--- src/rtl/pcm_shape_pkg.sv ---
package pcm_shape_pkg;

   // Phases per slot: 8 bits, two phases per bit
   localparam int PHASES = 16;
   localparam int PH_W   = $clog2(PHASES);

   // Field code carried in wr_addr[1:0]
   typedef enum logic [1:0] {
      FLD_SEL  = 2'd0,
      FLD_LO   = 2'd1,
      FLD_HI   = 2'd2,
      FLD_NONE = 2'd3
   } fld_e;

   // One lane's configuration
   typedef struct packed {
      logic [7:0] sel;
      logic [7:0] lo;
      logic [7:0] hi;
   } shape_cfg_t;

endpackage

--- src/rtl/pcm_slot_timer.sv ---
module pcm_slot_timer
   import pcm_shape_pkg::*;
#(
   parameter int SLOTS  = 32,
   parameter int SLOT_W = 7
) (
   input  logic              clk,
   input  logic              rst_n,
   input  logic              fsync,
   output logic [PH_W-1:0]   nxt_phase,
   output logic [SLOT_W-1:0] nxt_slot
);

   localparam logic [PH_W-1:0]   LAST_PH   = PH_W'(PHASES - 1);
   localparam logic [SLOT_W-1:0] LAST_SLOT = SLOT_W'(SLOTS - 1);

   logic [PH_W-1:0]   phase_q;
   logic [SLOT_W-1:0] slot_q;

   // Position for the cycle after this edge
   always_comb begin
      if (fsync) begin
         nxt_phase = '0;
         nxt_slot  = '0;
      end else if (phase_q == LAST_PH) begin
         nxt_phase = '0;
         nxt_slot  = (slot_q == LAST_SLOT) ? '0 : slot_q + 1'b1;
      end else begin
         nxt_phase = phase_q + 1'b1;
         nxt_slot  = slot_q;
      end
   end

   always_ff @(posedge clk or negedge rst_n) begin
      if (!rst_n) begin
         phase_q <= '0;
         slot_q  <= '0;
      end else begin
         phase_q <= nxt_phase;
         slot_q  <= nxt_slot;
      end
   end

endmodule

--- src/rtl/pcm_shape_regs.sv ---
module pcm_shape_regs
   import pcm_shape_pkg::*;
#(
   parameter int NUM_SHAPES = 2,
   parameter int IDX_W      = 1,
   parameter int ADDR_W     = IDX_W + 2
) (
   input  logic              clk,
   input  logic              rst_n,
   input  logic              wr_en,
   input  logic [ADDR_W-1:0] wr_addr,
   input  logic [7:0]        wr_data,
   input  logic              bound,
   output shape_cfg_t        eff [NUM_SHAPES]
);

   fld_e fld;
   assign fld = fld_e'(wr_addr[1:0]);

   for (genvar g = 0; g < NUM_SHAPES; g++) begin : g_lane
      shape_cfg_t shadow_q;
      shape_cfg_t active_q;
      logic       hit;

      assign hit = wr_en && (wr_addr[ADDR_W-1:2] == IDX_W'(g));

      always_ff @(posedge clk or negedge rst_n) begin
         if (!rst_n) begin
            shadow_q <= '0;
         end else if (hit) begin
            case (fld)
               FLD_SEL: shadow_q.sel <= wr_data;
               FLD_LO:  shadow_q.lo  <= wr_data;
               FLD_HI:  shadow_q.hi  <= wr_data;
               default: ;
            endcase
         end
      end

      // Slot-boundary handover keeps a slot's waveform intact
      always_ff @(posedge clk or negedge rst_n) begin
         if (!rst_n)     active_q <= '0;
         else if (bound) active_q <= shadow_q;
      end

      assign eff[g] = bound ? shadow_q : active_q;
   end

endmodule

--- src/rtl/pcm_shape_lane.sv ---
module pcm_shape_lane
   import pcm_shape_pkg::*;
#(
   parameter int SLOT_W = 7
) (
   input  logic              clk,
   input  logic              rst_n,
   input  logic              mode_slotnum,
   input  logic [PH_W-1:0]   nxt_phase,
   input  logic [SLOT_W-1:0] nxt_slot,
   input  shape_cfg_t        cfg,
   output logic              strobe
);

   logic [PHASES-1:0] pattern;
   logic              in_slot;
   logic              nxt_strobe;

   assign pattern    = {cfg.hi, cfg.lo};
   assign in_slot    = (8'(nxt_slot) == cfg.sel);
   assign nxt_strobe = pattern[nxt_phase] & (mode_slotnum | in_slot);

   always_ff @(posedge clk or negedge rst_n) begin
      if (!rst_n) strobe <= 1'b0;
      else        strobe <= nxt_strobe;
   end

endmodule

--- src/rtl/pcm_shape_gen.sv ---
module pcm_shape_gen
   import pcm_shape_pkg::*;
#(
   parameter int SLOTS      = 32,
   parameter int SLOT_W     = 7,
   parameter int NUM_SHAPES = 2,
   localparam int IDX_W     = (NUM_SHAPES > 1) ? $clog2(NUM_SHAPES) : 1,
   localparam int ADDR_W    = IDX_W + 2
) (
   input  logic                  clk,
   input  logic                  rst_n,
   input  logic                  fsync,
   input  logic                  mode_slotnum,
   input  logic                  wr_en,
   input  logic [ADDR_W-1:0]     wr_addr,
   input  logic [7:0]            wr_data,
   output logic [NUM_SHAPES-1:0] sel_out,
   output logic [SLOT_W-1:0]     slot_num
);

   if (SLOTS < 2 || SLOTS > (1 << SLOT_W)) begin : g_bad_slots
      $error("pcm_shape_gen: SLOTS must fit the slot-number width");
   end
   if (SLOT_W < 1 || SLOT_W > 8) begin : g_bad_slot_w
      $error("pcm_shape_gen: SLOT_W must be 1..8");
   end
   if (NUM_SHAPES < 1 || NUM_SHAPES > 16) begin : g_bad_lanes
      $error("pcm_shape_gen: NUM_SHAPES must be 1..16");
   end
   if (PHASES != 16) begin : g_bad_phases
      $error("pcm_shape_gen: two shape bytes need 16 phases");
   end

   logic [PH_W-1:0]   nxt_phase;
   logic [SLOT_W-1:0] nxt_slot;
   logic              bound;
   shape_cfg_t        eff [NUM_SHAPES];

   pcm_slot_timer #(
      .SLOTS  (SLOTS),
      .SLOT_W (SLOT_W)
   ) u_timer (
      .clk       (clk),
      .rst_n     (rst_n),
      .fsync     (fsync),
      .nxt_phase (nxt_phase),
      .nxt_slot  (nxt_slot)
   );

   assign bound = (nxt_phase == '0);

   pcm_shape_regs #(
      .NUM_SHAPES (NUM_SHAPES),
      .IDX_W      (IDX_W),
      .ADDR_W     (ADDR_W)
   ) u_regs (
      .clk     (clk),
      .rst_n   (rst_n),
      .wr_en   (wr_en),
      .wr_addr (wr_addr),
      .wr_data (wr_data),
      .bound   (bound),
      .eff     (eff)
   );

   for (genvar g = 0; g < NUM_SHAPES; g++) begin : g_out
      pcm_shape_lane #(
         .SLOT_W (SLOT_W)
      ) u_lane (
         .clk          (clk),
         .rst_n        (rst_n),
         .mode_slotnum (mode_slotnum),
         .nxt_phase    (nxt_phase),
         .nxt_slot     (nxt_slot),
         .cfg          (eff[g]),
         .strobe       (sel_out[g])
      );
   end

   always_ff @(posedge clk or negedge rst_n) begin
      if (!rst_n) slot_num <= '0;
      else        slot_num <= mode_slotnum ? nxt_slot : '0;
   end

endmodule

--- config.mk ---
export PLATFORM = sky130hd
export DESIGN_NAME = pcm_shape_gen
export DESIGN_NICKNAME = d
export VERILOG_FILES = /design/src/rtl/pcm_shape_pkg.sv /design/src/rtl/pcm_slot_timer.sv /design/src/rtl/pcm_shape_regs.sv /design/src/rtl/pcm_shape_lane.sv /design/src/rtl/pcm_shape_gen.sv
export SDC_FILE = /design/constraint.sdc
export NUM_CORES = 1
export LEC_CHECK = 0
export BUFFER_PORTS_ARGS = -buffer_cell sky130_fd_sc_hd__buf_2
export CAP_MARGIN = 20
export CORE_MARGIN = 2
export CORE_UTILIZATION = 49
export DETAILED_ROUTE_END_ITERATION = 6
export MAX_ROUTING_LAYER = met4
export PLACE_DENSITY_LB_ADDON = 0.08
export SLEW_MARGIN = 5
export SYNTH_ARGS = -nofsm -noshare
export SYNTH_HDL_FRONTEND = slang
export SYNTH_SLANG_ARGS = --single-unit
--- constraint.sdc ---
create_clock -name clk -period 3.4 [get_ports clk]
set_input_delay 0.51 -clock clk [delete_from_list [all_inputs] [get_ports clk]]
set_output_delay 0.51 -clock clk [all_outputs]
set_load 0.1 [all_outputs]
==> metrics.md, run 1 <==
| Metric | Value |
|---|---|
| Outcome | `finished clean` |
| Routability congestion estimate | `between 0.8 and 0.9` |
| Power Density | `around 660 nW/µm²` |
| First-pass GRT wire length | `approximately 21,000 µm` |
| Layout cells sized above 1 | `between 20% and 30%` |
| Clock root buffer | `clkbuf_8` |
| Post-synth top flop | `dfrtp_1` |
| Synth cell types | `55` |
| Crit. Startpoint | `u_timer.phase_q[0]$_DFF_PN0_` |
| Setup bufs post-CTS | `0` |
| # port buffers | `24` |
| PnR Total Power | `slightly above 4000 µW` |
| Hold-fix buffer count after cts | `0` |
| Setup violators final | `0` |
| Layout Nets | `approximately 560` |
| Multiplexer share of the synthesized area | `between 10% and 20%` |
| RSZ-0062 raised after global routing | `false` |
| Critical path required time | `roughly 3900 ps` |
| Layout Area Growth over Synthesis | `16.5%` |
| Die area | `roughly 12,000 µm²` |
| Synthesized area per cell | `about 11 µm²` |
| Syn Nets | `519` |
| Yosys synthesis warning count | `0` |
| Clock slew at reported path FFs | `approximately 60 ps` |
| Synth Area in Compound Gates | `12.0%` |
| Post-synth EDFFs | `0` |
| CTS H-tree depth | `4` |
| Synth Area in Simple Gates | `approximately 17%` |
| Crit path time final | `3120 ps` |
| Worst r2r dst | `g_out[1].u_lane.strobe$_DFF_PN0_` |
| Gr ovfl total | `0` |
| Seq/Total Area, Yosys | `a little over half` |
| Yosys reg bits | `approximately 120` |
| Synth async-reset ratio | `between 90% and 100%` |
| Die Height | `roughly 110 µm` |
| Hpwl dp | `8960 µm` |
| Max_cap viols | `0` |
| Fin Clk Skew | `~6.3 ps` |
| Max VDD drop | `486 µV` |
| Core outline area | `between 10,000 and 15,000 µm²` |
| Final period util | `between 90% and 100%` |
| Initial antenna violation count | `0` |
| Worst path top cell family by delay | `compound AO/OA/AOI/OAI gates` |
| Arr. time, crit path | `3600 ps` |
| Die W | `~110 µm` |
| Static leakage | `around 0.0030 µW` |
| Worst setup endpoint | `g_out[1].u_lane.strobe$_DFF_PN0_` |
| CTS resizes | `0` |
| Largest family of logic cells by synthesized area | `simple AND/OR/NAND/NOR gates` |
| Initial Util | `around half` |
| Slew Viols, Final | `0` |
| Via count | `3,957` |
| CTS tree | `built` |
| Hold Vio Cnt, Final | `0` |
| Initial drt markers | `approximately 310` |
| Largest net degree at the start of global routing | `54` |
| Reg2Reg Launch Point | `u_timer.phase_q[0]$_DFF_PN0_` |
| Crit Path Category | `reg -> reg` |
| Critical Path Fanout Max | `13` |
| Max Freq | `about 320 MHz` |
| R2r setup slk | `roughly 280 ps` |
| Crit-path max cell delay | `about 520 ps` |
| TritonCTS Buffers | `17` |
| CP Cell Sequence | `ha_1 > o211a_1 > a221o_1 > o211ai_1 > and3_1 > or4_1 > nor4_2 > o22a_1` |
| Ports | `25` |
| Reg2Reg Depth | `8` |
| # DRC | `0` |
| Crit-path slowest cell | `ha_1` |
| Kind of end point of the critical path | `flop` |
| Drt wl/cell | `between 15 and 20 µm` |
| Worst-Margin Slew | `841 ps` |
| Site Rows | `38` |
| Synth Area in Adders | `0.464%` |
| Drt via density | `between 5 and 6` |
| Xor/xnor share of the synthesized area | `less than 1%` |
| Post-route setup TNS | `0 ps` |
| Final WL | `roughly 13,000 µm` |
| DRT antenna net count | `0` |
| Clk_lat worst skew | `about 540 ps` |
| Netlist Area Pre-Place | `roughly 5400 µm²` |
| Vias in the first global route | `between 3,000 and 4,000` |
| Hold crit path type | `in -> async` |
| Worst path bufs/invs | `0` |
| Max_slew headroom | `between 40 and 50%` |
| Startpoint types | `flop` |
| Antenna fix cells | `0` |
| Max Buffers Root-to-Sink | `2` |
| CTS sink count | `116` |
| TritonRoute pass-1 iters | `5` |
| GRT Util Overall | `between 20% and 30%` |
| Number of cells on the critical path | `8` |
| Synth Instances | `501` |
==> state kept, by name (all words and copies together) (netlist names) <==
| name | cells |
|---|---|
| u_timer.phase_q | 4 |
| g_out.u_lane.strobe | 2 |
| slot_num | 7 |
| u_regs.g_lane.shadow_q | 48 |
| u_timer.slot_q | 7 |
| u_regs.g_lane.active_q | 48 |
==> worst min-delay path by stage <==
stage	from	endpoint	slack (ps)	depth (start not counted)
global route	rst_n	u_regs.g_lane[0].shadow_q[20]$_DFFE_PN0P_	60	1
finish	rst_n	u_regs.g_lane[0].shadow_q[8]$_DFFE_PN0P_	20	1
floorplan	rst_n	g_out[0].u_lane.strobe$_DFF_PN0_	210	0
CTS	rst_n	u_regs.g_lane[0].active_q[8]$_DFF_PN0_	30	1
global placement	u_regs.g_lane[1].shadow_q[7]$_DFFE_PN0P_	u_regs.g_lane[1].active_q[7]$_DFF_PN0_	440	2
detailed placement	u_regs.g_lane[1].shadow_q[2]$_DFFE_PN0P_	u_regs.g_lane[1].active_q[2]$_DFF_PN0_	450	2
==> routing by layer <==
layer,up-vias,part of all wire [%],GRT usage (%)
met1,1989,50,35.6
li1,1861,-,-
met2,94,44,35.1
met4,0,1.3,8.24
met3,13,4.8,6.52
met5,-,0,-
==> stage by stage <==
stage / hold slack, ps / cell area (µm²) / instances / setup slack [ps] / util (%)
finish: 18.3 / 6280 / 693 / 280 / 58.2
global route: 64.4 / 6280 / 693 / 85.4 / 58.2
CTS: 28.7 / 6280 / 693 / 358 / 58.2
detailed placement: 448 / 5740 / 661 / 366 / 53.2
global placement: 444 / 5740 / 661 / 437 / 53.2
floorplan: 214 / 5390 / 501 / 813 / -
==> final cells by class <==
| type | instances | area, µm² |
|---|---|---|
| Clock buffer | 22 | 463 |
| Clock inverter | 10 | 81.3 |
| Fill cell | 941 | 4510 |
| Inverter | 13 | 48.8 |
| Multi-Input combinational cell | 347 | 2330 |
| Sequential cell | 116 | 2900 |
| Tap cell | 140 | 175 |
| Timing Repair Buffer | 45 | 280 |
==> worst register-to-register path: stages (launching register included) <==
cell and delay [ps]:
dfrtp_1 500, ha_1 520, o211a_1 250, a221o_1 450, o211ai_1 220, and3_1 220, or4_1 510, nor4_2 240
o22a_1 160
==> cell usage in the layout (no fill, tap or decap), types with 3 or more instances in the layout <==
cell,count
nor3b_1,3
nor2_1,4
or3_1,5
and3_1,9
nand2_1,113
o211ai_1,18
nand2b_1,7
clkinv_2,7
mux2i_1,8
a21oi_1,13
o21ai_0,19
clkbuf_16,16
inv_1,13
buf_2,23
or2_2,5
clkbuf_8,4
o211a_1,8
mux2_2,56
xor2_1,4
a2111oi_0,4
nand3_1,9
a221oi_1,5
dfrtp_1,116
nor3_1,3
nand4b_1,6
buf_4,22
and2_1,7
==> cell usage after synthesis (all sizes together) (2+ instances only) <==
cell / n / area [µm²]
dfrtp: 116 / 2900
nand2: 113 / 424
mux2: 56 / 631
o21ai: 23 / 119
o211ai: 20 / 160
buf: 17 / 83.8
a21oi: 14 / 73.8
inv: 13 / 48.8
and3: 9 / 56.3
nand3: 9 / 45.0
clkbuf: 8 / 30.0
mux2i: 8 / 80.1
o211a: 8 / 80.1
and2: 7 / 43.8
nand2b: 7 / 43.8
nand4b: 6 / 52.6
a221oi: 5 / 43.8
nor2: 5 / 21.3
or2: 5 / 31.3
or3: 5 / 31.3
a2111oi: 4 / 35.0
xor2: 4 / 35.0
nand4: 3 / 25.0
nor3: 3 / 15.0
nor3b: 3 / 22.5
nor4: 3 / 25.0
a21o: 2 / 15.0
a221o: 2 / 20.0
a31o: 2 / 17.5
ha: 2 / 25.0
nor2b: 2 / 12.5
o221ai: 2 / 17.5
or4: 2 / 15.0
==> logic make-up (layout without fill, tap and decap cells) <==
logic type	Yosys count	after routing
and+or+nand+nor	187	187
AOI/OAI and AO/OA	90	90
xor gates and xnor gates	4	4
adders and majority gates	2	2
DFF	116	116
buffers and inverters	38	90
muxes	64	64
==> power by group <==
group	internal (µW)	total [µW]	switching, µW
Sequential	1660	1820	153
Combinational	307	695	388
Clock	1020	1640	623
Total	2990	4150	1170
Note: power is estimated with default switching activity, not from simulation.
==> inputs of run 2 (changes only) <==
--- a/config.mk
+++ b/config.mk
@@ -5,6 +5,7 @@
 export SDC_FILE = /design/constraint.sdc
 export NUM_CORES = 1
 export LEC_CHECK = 0
+export ABC_AREA = 1
 export BUFFER_PORTS_ARGS = -buffer_cell sky130_fd_sc_hd__buf_2
 export CAP_MARGIN = 20
 export CORE_MARGIN = 2
==> constraint.sdc (replaced) <==
create_clock -name clk -period 3.1 [get_ports clk]
set_input_delay 0.465 -clock clk [delete_from_list [all_inputs] [get_ports clk]]
set_output_delay 0.465 -clock clk [all_outputs]
set_load 0.1 [all_outputs]
==> run 2 against run 1 <==
Effect of this change:
- cell count increased by 22%
- largest power group unchanged
- total power is 9.2% higher
- worst hold slack gained 29 ps
- setup slack gained 250 ps
- register-to-register slack better by 250 ps
==> metrics.md, run 2 <==
| Metric | Value |
|---|---|
| Critical path required time | `roughly 3600 ps` |
| Largest family of logic cells by synthesized area | `simple AND/OR/NAND/NOR gates` |
| Netlist Area Pre-Place | `about 5300 µm²` |
| Die area | `between 10,000 and 15,000 µm²` |
| Hpwl dp | `a little over 9000 µm` |
| Setup violators final | `0` |
| Final Non-Filler Cells | `843` |
| Critical Path Fanout Max | `25` |
| Post-synth top flop | `dfrtp_1` |
| Xor/xnor share of the synthesized area | `less than 1%` |
| Synth area leader | `dfrtp_1` |
| Fin Clk Skew | `about 12 ps` |
| Crit-path slowest cell | `dfrtp_1` |
| Post-synth top cells | `nand2_1 (220), dfrtp_1 (116), nand3_1 (102)` |
| Largest net degree at the start of global routing | `67` |
| RSZ-0062 raised after global routing | `false` |
| Crit path time final | `~2600 ps` |
| Reg2Reg Depth | `16` |
| CTS resizes | `0` |
| GRT Util Overall | `~25%` |
| Cells after DPL | `between 800 and 900` |
| Number of cells on the critical path | `16` |
| Site Rows | `38` |
| Reg2Reg Launch Point | `u_timer.phase_q[0]$_DFF_PN0_` |
| Clk_lat worst skew | `530 ps` |
| # port buffers | `24` |
| Crit. Startpoint | `u_timer.phase_q[0]$_DFF_PN0_` |
| Worst path bufs/invs | `2` |
| Initial antenna violation count | `0` |
| Synth cell types | `26` |
| Worst-Margin Slew | `867 ps` |
| Max Buffers Root-to-Sink | `2` |
| Hold crit path type | `in -> async` |
| Final WL | `between 10,000 and 15,000 µm` |
| Routability congestion estimate | `~0.89` |
| Drt via density | `5.16` |
| Hold-fix buffer count after cts | `0` |
| Vias in the first global route | `between 4,000 and 5,000` |
| Hold Vio Cnt, Final | `0` |
| Largest registers | `u_regs.g_lane.active_q: 48 flops, u_regs.g_lane.shadow_q: 48 flops` |
| CTS sink count | `116` |
| Startpoint types | `flop` |
| Outcome | `finished clean` |
| Final period util | `82.8%` |
| TritonRoute pass-1 iters | `5` |
| Clock root buffer | `clkbuf_8` |
| PnR Total Power | `roughly 4500 µW` |
| Layout cells sized above 1 | `approximately a tenth` |
| Worst r2r dst | `g_out[1].u_lane.strobe$_DFF_PN0_` |
| Clock slew at reported path FFs | `60 ps` |
| CP Cell Sequence | `ha_1 > nand3_2 > nand2_2 > nand2_4 > nor2_8 > buf_4 > nand3_1 > nand2_1 > nand2_1 > nand2_1 > nand2_1 > nor2_1 > nand2_1 > nand2_1 > nand2_1 > inv_1` |
| Ports | `25` |
| TritonCTS Buffers | `17` |
| Synth Instances | `665` |
| Worst path top cell family by delay | `simple AND/OR/NAND/NOR gates` |
| Static leakage | `0.00333 µW` |
| CTS tree | `built` |
| Max VDD drop | `around 450 µV` |
| Core outline area | `between 10,000 and 15,000 µm²` |
| Gr ovfl total | `0` |
| Leading cell types in the layout, fill and taps excluded | `nand2_1 (220), dfrtp_1 (116), nand3_1 (102), inv_1 (77), o21ai_0 (49)` |
| R2r setup slk | `around 530 ps` |
| Multiplexer share of the synthesized area | `0%` |
| Syn Nets | `a little under 700` |
| Seq/Total Area, Yosys | `~54%` |
| Synth Area in Compound Gates | `under 10%` |
| Die Height | `approximately 110 µm` |
| Setup bufs post-CTS | `0` |
| Yosys reg bits | `116` |
| Antenna fix cells | `0` |
| Most common cell after layout, fill and taps aside | `nand2_1` |
| DRT antenna net count | `0` |
| Power Density | `740 nW/µm²` |
| Largest cells by area after synthesis | `dfrtp_1 (54%), nand2_1 (15%), nand3_1 (9.5%), inv_1 (5.4%), o21ai_0 (4.6%)` |
| Post-synth EDFFs | `0` |
| Max_cap viols | `0` |
| Slew Viols, Final | `0` |
| Via count | `about 4,300` |
| Synth async-reset ratio | `100%` |
| Initial drt markers | `roughly 320` |
| Crit Path Category | `reg -> reg` |
| Max_slew headroom | `42.2%` |
| Most numerous cell in the Yosys netlist | `nand2_1` |
| Yosys synthesis warning count | `0` |
| Synthesized area per cell | `about 8.0 µm²` |
| Max Freq | `about 390 MHz` |
| Layout Area Growth over Synthesis | `14.6%` |
| Kind of end point of the critical path | `flop` |
| DP Area | `5580 µm²` |
| Final Cell Area | `6130 µm²` |
| Post-route setup TNS | `0 ps` |
| Drt wl/cell | `around 15 µm` |
| Crit-path max cell delay | `about 390 ps` |
| Die W | `roughly 110 µm` |
| Arr. time, crit path | `3030 ps` |
| # DRC | `0` |
| Most used cell, CP | `nand2_1` |
| Synth Area in Adders | `less than 1%` |
| Synth Area in Simple Gates | `between 30% and 40%` |
| Layout Nets | `708` |
| Initial Util | `49.8%` |
| Worst setup endpoint | `g_out[1].u_lane.strobe$_DFF_PN0_` |
| CTS H-tree depth | `4` |
| First-pass GRT wire length | `approximately 21,000 µm` |
| Area share of the largest cell type after synthesis | `between 50% and 60%` |
## run 2: cell count changes after synthesis, moves of 12 or more
cell	delta
a21oi_1	-12
inv_1	+64
nand2_1	+107
nor2_1	+34
mux2_2	-56
o211ai_1	-18
o21ai_0	+30
nand3_1	+93
## run 2: worst min-delay path by stage
stage / startpoint / end / cells past startpoint
finish: rst_n / slot_num[6]$_DFF_PN0_ / 1
global route: rst_n / slot_num[0]$_DFF_PN0_ / 1
global placement: u_regs.g_lane[1].active_q[15]$_DFF_PN0_ / u_regs.g_lane[1].active_q[15]$_DFF_PN0_ / 2
floorplan: rst_n / g_out[0].u_lane.strobe$_DFF_PN0_ / 0
CTS: rst_n / slot_num[6]$_DFF_PN0_ / 1
detailed placement: u_regs.g_lane[0].active_q[14]$_DFF_PN0_ / u_regs.g_lane[0].active_q[14]$_DFF_PN0_ / 2
## run 2: stage by stage
| stage | hold slack, ps | worst slack (ps) | util, % |
|---|---|---|---|
| detailed placement | 454 | 563 | 52.0 |
| global route | 104 | 277 | 57.0 |
| finish | 47.7 | 534 | 57.0 |
| floorplan | 169 | 1220 | - |
| global placement | 448 | 652 | 52.0 |
| CTS | 75.3 | 534 | 57.0 |
## run 2: worst register-to-register path: cells and delay by family, from the launching register on
family	cells	cell delay, ps
simple gates	13	1550
fa+ha+maj	1	230
flops	1	390
buf+inv	2	320
## run 2: logic make-up (layout without fill, tap and decap cells)
group | Yosys count | in the layout
compound gates | 52 | 52
xor+xnor | 1 | 1
fa+ha+maj | 2 | 2
buf+inv | 105 | 143
flops | 116 | 116
simple gates | 389 | 389
## run 2: layout make-up
cell class              instances  area (µm²)
clock buffers                  24         470
fillers                      1028        4620
flip-flops and latches        116        2900
well taps                     140         175
inverters                      81         304
repair buffers                 30         193
clock inverters                 8        76.3
multi-input cells             444        2010
## run 2: power breakdown
group          leakage [µW]  switching [µW]  internal, µW
Clock              0.000261             670          1120
Sequential          0.00148             133          1800
Combinational       0.00159             535           277
## run 2: metal layers
metal / track usage [%] / wire [µm] / vias to the layer above
met5: - / 0 / -
met4: 8.97 / 146 / 0
met3: 6.51 / 712 / 12
met2: 32.9 / 5490 / 121
met1: 36.6 / 6440 / 2062
li1: - / - / 2153
==> inputs of run 3 (changes only) <==
==> constraint.sdc (replaced) <==
create_clock -name clk -period 2.65 [get_ports clk]
set_input_delay 0.3975 -clock clk [delete_from_list [all_inputs] [get_ports clk]]
set_output_delay 0.3975 -clock clk [all_outputs]
set_load 0.1 [all_outputs]
==> run 3 against run 2 <==
Effect of this change:
- sequential share of layout area shrank 0.35 points
- cell count grew 0.24%
- clock power grew 18%
- global-route usage shrank 0.27 points
- non-clock buffer count grew 2
- die area is the same
- sequential power grew 18%
- critical path depth is the same
- maximum frequency grew 11%
- critical path type unchanged
- critical endpoint unchanged
- largest cell class unchanged
- largest power group unchanged
==> metrics.md, run 3 (synthesized netlist as in run 2, its figures left out) <==
| Metric | Value |
|---|---|
| Outcome | `finished clean` |
| Largest net degree at the start of global routing | `52` |
| Most common cell after layout, fill and taps aside | `nand2_1` |
| Drt via density | `around 5.1` |
| CTS tree | `built` |
| Part of the power in combinational logic | `~18%` |
| Clock root buffer | `clkbuf_8` |
| First-pass GRT wire length | `21,100 µm` |
| Die area | `11,800 µm²` |
| Switching power | `1590 µW` |
| Initial antenna violation count | `0` |
| Final Cell Area | `about 6000 µm²` |
| Hpwl dp | `a little over 9000 µm` |
| Initial Util | `49.8%` |
| Clk_lat worst skew | `between 500 and 600 ps` |
| Fin Clk Skew | `5.39 ps` |
| Final WL | `approximately 13,000 µm` |
| Gr ovfl total | `0` |
| # DRC | `0` |
| Sw Share | `29.7%` |
| Layout cells sized above 1 | `10.2%` |
| Setup violators final | `0` |
| Via count | `~4,300` |
| Power Density | `867 nW/µm²` |
| Vias in the first global route | `approximately 4,100` |
| Leading cell types in the layout, fill and taps excluded | `nand2_1 (220), dfrtp_1 (116), nand3_1 (102), inv_1 (77), o21ai_0 (49)` |
| Hold crit path type | `in -> reg` |
| RSZ-0062 raised after global routing | `false` |
| DRT antenna net count | `0` |
| Critical Path Fanout Max | `between 40 and 50` |
| Worst-Margin Slew | `between 700 and 800 ps` |
| Core outline area | `approximately 11,000 µm²` |
| Die W | `around 110 µm` |
| Die Height | `about 110 µm` |
| TritonCTS Buffers | `17` |
| Critical path required time | `just over 3000 ps` |
| P_int | `approximately 3800 µW` |
| Hold Vio Cnt, Final | `0` |
| Crit Path Category | `reg -> reg` |
| GRT Util Overall | `24.6%` |
| Max VDD drop | `roughly 320 µV` |
| CTS sink count | `about 120` |
| Arr. time, crit path | `roughly 2800 ps` |
| Max Freq | `approximately 430 MHz` |
| TritonRoute pass-1 iters | `4` |
| DP Area | `5600 µm²` |
| Layout Area Growth over Synthesis | `15.4%` |
| Crit path time final | `~2300 ps` |
| Routability congestion estimate | `roughly 0.86` |
| Drt wl/cell | `approximately 15 µm` |
| Slew Viols, Final | `0` |
| Clock slew at reported path FFs | `roughly 60 ps` |
| Startpoint types | `flop` |
| Clk pwr share | `between 30% and 40%` |
| Final period util | `around 88%` |
| Static leakage | `0.00334 µW` |
| PnR Total Power | `between 5000 and 6000 µW` |
| Max Buffers Root-to-Sink | `2` |
| Antenna fix cells | `0` |
| R2r setup slk | `330 ps` |
| Largest registers | `u_regs.g_lane.active_q: 48 flops, u_regs.g_lane.shadow_q: 48 flops` |
| Site Rows | `38` |
| Fin util | `between 50% and 60%` |
| Ports | `25` |
| Layout Nets | `710` |
| Initial drt markers | `between 300 and 400` |
| Max_slew headroom | `between 50% and 60%` |
| Max_cap viols | `0` |
| # port buffers | `24` |
| Kind of end point of the critical path | `flop` |
| Sequential Power Share | `between 40% and 50%` |
| Post-route setup TNS | `0 ps` |
| CTS H-tree depth | `4` |
run 3: cell types whose count changed in the layout (fill, tap and decap cells not counted), sizes merged:
cell	change
clkbuf	-6
clkinvlp	+3
clkinv	+2
buf	+1
bufinv	+1
dlygate4sd3	+1
run 3: per-layer routing:
layer | vias to the layer above | global-route usage [%] | wire [µm]
met4 | 0 | 7.88 | 214
met5 | - | - | 0
met1 | 2015 | 36.8 | 6430
met3 | 18 | 5.00 | 769
met2 | 141 | 33.5 | 5500
li1 | 2156 | - | -
run 3: cell type report:
class | instances | area (µm²)
clock inverters | 14 | 139
fillers | 1003 | 4570
multi-input cells | 444 | 2010
repair buffers | 32 | 223
inverters | 81 | 304
flip-flops and latches | 116 | 2900
clock buffers | 18 | 418
well taps | 140 | 175
run 3: power by group through the flow:
stage / Sequential [µW] / Combinational (µW) / Clock [µW]
final: 2280 / 954 / 2120
after global routing: 2310 / 1100 / 2250
after floorplan: 2230 / 735 / 0
after detailed placement: 2300 / 947 / 0
after CTS: 2270 / 960 / 2150
after global placement: 2290 / 930 / 0
run 3: per-stage QoR:
stage               setup slack (ps)  std cells  hold WS [ps]
finish                           330        845           239
global route                    65.5        845           249
CTS                              246        845           240
detailed placement               294        812           454
global placement                 331        812           450
floorplan                        766        665           102
run 3: path summary, 6_finish.rpt:
kind | from | to | cells past startpoint
max in group asynchronous | rst_n | u_regs.g_lane[1].active_q[10]$_DFF_PN0_ | 3
min in group asynchronous | rst_n | slot_num[5]$_DFF_PN0_ | 2
hold reg to reg | u_regs.g_lane[1].active_q[10]$_DFF_PN0_ | u_regs.g_lane[1].active_q[10]$_DFF_PN0_ | 2
setup / recovery | u_timer.phase_q[0]$_DFF_PN0_ | g_out[1].u_lane.strobe$_DFF_PN0_ | 16
setup reg to reg | u_timer.phase_q[0]$_DFF_PN0_ | g_out[1].u_lane.strobe$_DFF_PN0_ | 16
hold / removal | wr_data[7] | u_regs.g_lane[0].shadow_q[23]$_DFFE_PN0P_ | 3
run 3: worst max-delay path, cell delays in order, from the launching register on:
cell and delay, ps:
dfrtp_1 380, ha_1 230, nand3_2 170, nand2_4 210, nand2_4 100, nor2_8 120, buf_12 240, nand3_1 130
nand2_1 120, nand2_1 60, nand2_1 50, nand2_1 70, nor2_1 110, nand2_1 70, nand2_1 60, nand2_1 70
inv_1 50
run 3: what timing repair did:
action,CTS,global route
hold buffers,1,0
gates resized for setup,0,1
endpoints found under the setup margin,0,1
buffers inserted,0,0
hold endpoints to repair,49,0
